`config.mk`:
```
export PLATFORM = sky130hd
export DESIGN_NAME = clkbank_top
export DESIGN_NICKNAME = d
export VERILOG_FILES = /design/src/rtl/clkbank_pkg.sv /design/src/rtl/clkbank_regs.sv /design/src/rtl/clkbank_chan.sv /design/src/rtl/clkbank_top.sv
export SDC_FILE = /design/constraint.sdc
export NUM_CORES = 1
export LEC_CHECK = 0
export BUFFER_PORTS_ARGS = -buffer_cell sky130_fd_sc_hd__buf_2
export CAP_MARGIN = 30
export CORE_ASPECT_RATIO = 0.6
export CORE_MARGIN = 2
export CORE_UTILIZATION = 40
export DETAILED_ROUTE_END_ITERATION = 16
export PLACE_DENSITY = 0.57
export SLEW_MARGIN = 40
export SYNTH_ARGS = -nofsm -noshare
export SYNTH_HDL_FRONTEND = slang
export SYNTH_SLANG_ARGS = --single-unit
```
`constraint.sdc`:
```
create_clock -name clk -period 5.2 [get_ports clk]
set_clock_uncertainty 0.1 [all_clocks]
set_input_delay 0.78 -clock clk [delete_from_list [all_inputs] [get_ports clk]]
set_output_delay 0.78 -clock clk [all_outputs]
set_load 0.01 [all_outputs]
```
`src/rtl/clkbank_pkg.sv`:
```
package clkbank_pkg;
  // byte offsets of the three control words
  localparam int OFF_GATE = 0;
  localparam int OFF_SEL  = 4;
  localparam int OFF_DIV  = 8;
endpackage

```
`src/rtl/clkbank_regs.sv`:
```
module clkbank_regs
  import clkbank_pkg::*;
#(
  parameter int ADDR_W = 4,
  parameter int DATA_W = 32,
  parameter int N_CH   = 16,
  parameter int SEL_W  = 2,
  parameter int DIV_W  = 2
) (
  input  logic                    clk,
  input  logic                    rst,
  input  logic                    wr_en,
  input  logic                    rd_en,
  input  logic [ADDR_W-1:0]       addr,
  input  logic [DATA_W-1:0]       wr_data,
  output logic [DATA_W-1:0]       rd_data,
  output logic [N_CH-1:0]         gate_o,
  output logic [N_CH*SEL_W-1:0]   sel_o,
  output logic [N_CH*DIV_W-1:0]   div_o,
  output logic                    clr_o
);
  localparam int SEL_BITS = N_CH * SEL_W;
  localparam int DIV_BITS = N_CH * DIV_W;

  logic hit_gate, hit_sel, hit_div;
  logic [N_CH-1:0]     gate_q;
  logic [SEL_BITS-1:0] sel_q;
  logic [DIV_BITS-1:0] div_q;
  logic [DATA_W-1:0]   rd_q;

  assign hit_gate = (addr == ADDR_W'(OFF_GATE));
  assign hit_sel  = (addr == ADDR_W'(OFF_SEL));
  assign hit_div  = (addr == ADDR_W'(OFF_DIV));

  always_ff @(posedge clk) begin
    if (rst) begin
      gate_q <= '0;
      sel_q  <= '0;
      div_q  <= '0;
    end else if (wr_en) begin
      if (hit_gate) gate_q <= wr_data[N_CH-1:0];
      if (hit_sel)  sel_q  <= wr_data[SEL_BITS-1:0];
      if (hit_div)  div_q  <= wr_data[DIV_BITS-1:0];
    end
  end

  always_ff @(posedge clk) begin
    if (rst || !rd_en) begin
      rd_q <= '0;
    end else begin
      unique case (1'b1)
        hit_gate: rd_q <= DATA_W'(gate_q);
        hit_sel:  rd_q <= DATA_W'(sel_q);
        hit_div:  rd_q <= DATA_W'(div_q);
        default:  rd_q <= '0;
      endcase
    end
  end

  assign rd_data = rd_q;
  assign gate_o  = gate_q;
  assign sel_o   = sel_q;
  assign div_o   = div_q;
  // a rewrite of either rate field restarts every counter
  assign clr_o   = wr_en && (hit_sel || hit_div);
endmodule

```
`src/rtl/clkbank_chan.sv`:
```
module clkbank_chan #(
  parameter int N_PAR = 4,
  parameter int SEL_W = 2,
  parameter int DIV_W = 2
) (
  input  logic             clk,
  input  logic             rst,
  input  logic             clr,
  input  logic             gate,
  input  logic [SEL_W-1:0] sel,
  input  logic [DIV_W-1:0] div,
  input  logic [N_PAR-1:0] par_stb,
  output logic             stb_o
);
  // largest ratio is 2**(2**DIV_W - 1); the counter spans it
  localparam int CNT_W = (2 ** DIV_W) - 1;

  logic             pick;
  logic [CNT_W:0]   ratio;
  logic [CNT_W:0]   lim_w;
  logic [CNT_W-1:0] lim;
  logic [CNT_W-1:0] cnt_q;
  logic             out_q;
  logic             wrap;

  assign pick  = par_stb[sel];
  assign ratio = (CNT_W + 1)'(1) << div;
  assign lim_w = ratio - (CNT_W + 1)'(1);
  assign lim   = lim_w[CNT_W-1:0];
  assign wrap  = (cnt_q >= lim);

  always_ff @(posedge clk) begin
    if (rst || clr) begin
      cnt_q <= '0;
      out_q <= 1'b0;
    end else if (pick) begin
      // counting continues while gated so phase survives
      cnt_q <= wrap ? '0 : cnt_q + 1'b1;
      out_q <= wrap && !gate;
    end else begin
      out_q <= 1'b0;
    end
  end

  assign stb_o = out_q;
endmodule

```
`src/rtl/clkbank_top.sv`:
```
module clkbank_top #(
  parameter int ADDR_W = 4,
  parameter int DATA_W = 32,
  parameter int N_CH   = 16,
  parameter int N_PAR  = 4,
  parameter int DIV_W  = 2
) (
  input  logic              clk,
  input  logic              rst,
  input  logic              wr_en,
  input  logic              rd_en,
  input  logic [ADDR_W-1:0] addr,
  input  logic [DATA_W-1:0] wr_data,
  output logic [DATA_W-1:0] rd_data,
  input  logic [N_PAR-1:0]  par_stb,
  output logic [N_CH-1:0]   ch_stb
);
  localparam int SEL_W = (N_PAR > 1) ? $clog2(N_PAR) : 1;

  logic [N_CH-1:0]       gate_q;
  logic [N_CH*SEL_W-1:0] sel_q;
  logic [N_CH*DIV_W-1:0] div_q;
  logic                  clr;

  clkbank_regs #(
    .ADDR_W(ADDR_W), .DATA_W(DATA_W), .N_CH(N_CH),
    .SEL_W(SEL_W), .DIV_W(DIV_W)
  ) u_regs (
    .clk(clk), .rst(rst), .wr_en(wr_en), .rd_en(rd_en),
    .addr(addr), .wr_data(wr_data), .rd_data(rd_data),
    .gate_o(gate_q), .sel_o(sel_q), .div_o(div_q), .clr_o(clr)
  );

  for (genvar g = 0; g < N_CH; g++) begin : g_ch
    clkbank_chan #(
      .N_PAR(N_PAR), .SEL_W(SEL_W), .DIV_W(DIV_W)
    ) u_ch (
      .clk(clk), .rst(rst), .clr(clr),
      .gate(gate_q[g]),
      .sel(sel_q[g*SEL_W +: SEL_W]),
      .div(div_q[g*DIV_W +: DIV_W]),
      .par_stb(par_stb),
      .stb_o(ch_stb[g])
    );
  end
endmodule

```
==> results.cfg <==
[run_status]
status = finished, final reports clean

[route]
drt_first_pass_iters = 4
wl_per_cell_um = 17.2
ant_nets = 0
drc_errors = 0
drt-initial-drc-count = 469
num_vias = 6783
drt_wl_total_um = 22200
vias_per_cell = 5.23

[yosys]
netlist-cell-type-count = 36
ys_ff_latch = 176
netlist_instances = 950
ys_seq_area_share_pct = 40.8
yosys.area.top_type_share_pct = 40.8
synth_area_mm2 = 0.00864
synth_fp_nets = 1058
avgSynthCellArea_um2 = 9.10
yosys_warnings = 0
synth_area_leader_cell = dfxtp_1
synth.area.top_cells = dfxtp_1 41%, ha_1 9.3%, nand2_1 6.3%

[worst_setup_path]
start_kind = input pin
path_max_fanout = 18
cp-end-kind = flip-flop
cpPeakStageDelay_ps = 650
arrival_ps = 2780
crit_chain = buf_2 -> and2b_4 -> and3_1 -> buf_4 -> nand2_1 -> a21oi_1
critPathRequiredTime_ps = 5460
slowest_stage = and3_1
worstSetupPathType = in2reg

[cts]
clock_latency_ps = 430
clock_path_buffers = 2
cts_repair_resize_count = 0
cts_buffers = 17
cts_tree = done
path_clk_slew_ps = 70
ctsHoldBuffers = 0
ctsHtreeMaxLevel = 4
numClockSinks = 176
cts_setup_buffers = 0
cts_root_buf = clkbuf_16

[timing]
setup_viol = 0
period_share_pct = 48.5
hold_viol = 0
max_freq_mhz = 396
tns_ps = 0
hold_ws_ps = 378
rsz0062_at_grt = false
min_period_ps = 2520
tightest_slew_ps = 833
slew_viol_final = 0
slew_headroom_pct = 44.5

[placement]
dpl_cell_area_mm2 = 0.00917
port_buffers = 91
routabilityCongestion = 0.771
dpl.hpwl_um = 15100

[job]
drv_cap = 0

[power]
ir_drop_v = 0.000243
cellLeakagePower_nw = 3.87
cellPowerDensity_mw_per_mm2 = 297
power_mw = 2.91

[die]
rows = 41
initial_core_util_pct = 41.0
pin_count = 92
die_w_um = 194
dieArea_mm2 = 0.0228
die_h_um = 118
design.core.area_mm2 = 0.0211

[layout]
nFillCells = 2058
multi_input_area_mm2 = 0.00466
syn_to_final_growth_pct = 13.4
layout-drive-gt1-share_pct = 18.2
final_common_cell = dfxtp_1
regArea_mm2 = 0.00352
design_area_mm2 = 0.00980
final_cell_mix = 176 x dfxtp_1, 145 x nand2_1, 102 x a21oi_1, 91 x buf_2, 87 x nor2_1
n_antenna_cell = 0
layout.nets = 1113

[worst_hold_path]
hold_path_class = reg2reg

[grt]
grt_pass1_wl_um = 36300
grt_antenna_before_repair = 0
grt_pass1_vias = 6222
grt_usage_pct = 20.2
grt_overflow = 0
grt_max_degree = 49
## metrics by stage
stage | setup WS (ps) | utilization (%) | std cells
4_1_cts | 2720 | 46.4 | 1296
3_5_place_dp | 2270 | 43.5 | 1265
6_report | 2680 | 46.5 | 1296
3_3_place_gp | 2100 | 43.4 | 1264
5_1_grt | 2590 | 46.5 | 1296
2_1_floorplan | 3170 | - | 950
## layout make-up
class	count	share of cell area, %
inverter	32	1.23
clock buffer	19	4.62
tap	279	3.56
timing repair buffer	100	5.47
clock inverter	12	1.62
sequential	176	36.0
multi-input combinational	678	47.5
## power by group
group / switching [mW] / total (mW) / internal (mW)
clock network: 0.562 / 1.34 / 0.782
logic: 0.115 / 0.188 / 0.0733
registers: 0.0132 / 1.38 / 1.36
total: 0.690 / 2.91 / 2.22
## cell usage after synthesis, drive strengths merged
| master | instances |
|---|---|
| nand4b | 17 |
| buf | 39 |
| nor2 | 88 |
| and2 | 18 |
| nor4 | 1 |
| or2 | 16 |
| a21oi | 102 |
| a31oi | 32 |
| inv | 32 |
| ha | 64 |
| clkbuf | 25 |
| mux2i | 22 |
| nand3 | 19 |
| nand3b | 16 |
| o211ai | 1 |
| a22oi | 26 |
| mux4 | 16 |
| nor2b | 1 |
| nand2b | 49 |
| dfxtp | 176 |
| nand2 | 145 |
| nor4b | 16 |
| a21o | 16 |
| and3 | 2 |
| a22o | 10 |
| and2b | 1 |
## worst max-delay path: cells and delay by family
family / cells / cell delay, ps
AND/OR/NAND/NOR: 3 / 1120
buffers and inverters: 2 / 710
AO/OA/AOI/OAI: 1 / 140
## flip-flops by register name, summed over array words and instances, names as in the netlist
register	count
g_ch.u_ch.cnt_q	48
g_ch.u_ch.stb_o	16
u_regs.div_o	32
u_regs.gate_o	16
u_regs.rd_data	32
u_regs.sel_o	32
## cell families (layout without fill, tap and decap cells)
kind of cell,Yosys count,after routing,synth area share (%)
and+or+nand+nor,389,389,24.5
AOI/OAI and AO/OA,187,187,13.0
DFF,176,176,40.8
buffers and inverters,96,163,5.71
adders and majority gates,64,64,9.27
muxes,38,38,6.72
## worst paths after layout
check             slack, ps                          start  cells past startpoint                                 end
hold / removal          380  u_regs.sel_o[15]$_SDFFE_PP0P_                      2       u_regs.sel_o[15]$_SDFFE_PP0P_
setup reg to reg       3100   u_regs.div_o[5]$_SDFFE_PP0P_                      6  g_ch[2].u_ch.cnt_q[2]$_SDFFE_PP0N_
setup / recovery       2680                        addr[3]                      6       u_regs.div_o[24]$_SDFFE_PP0P_
hold reg to reg         380  u_regs.sel_o[15]$_SDFFE_PP0P_                      2       u_regs.sel_o[15]$_SDFFE_PP0P_
## per-layer routing
metal / track usage [%] / wire length [um] / vias to the layer above / share of wire [%]
li1: - / - / 3389 / -
met1: 32.0 / 12000 / 3202 / 54
met2: 27.1 / 8810 / 181 / 40
met3: 4.79 / 1320 / 11 / 5.9
met4: 4.29 / 151 / 0 / 0.68
met5: 0 / 0 / - / 0
(Power assumes the default switching activity.)
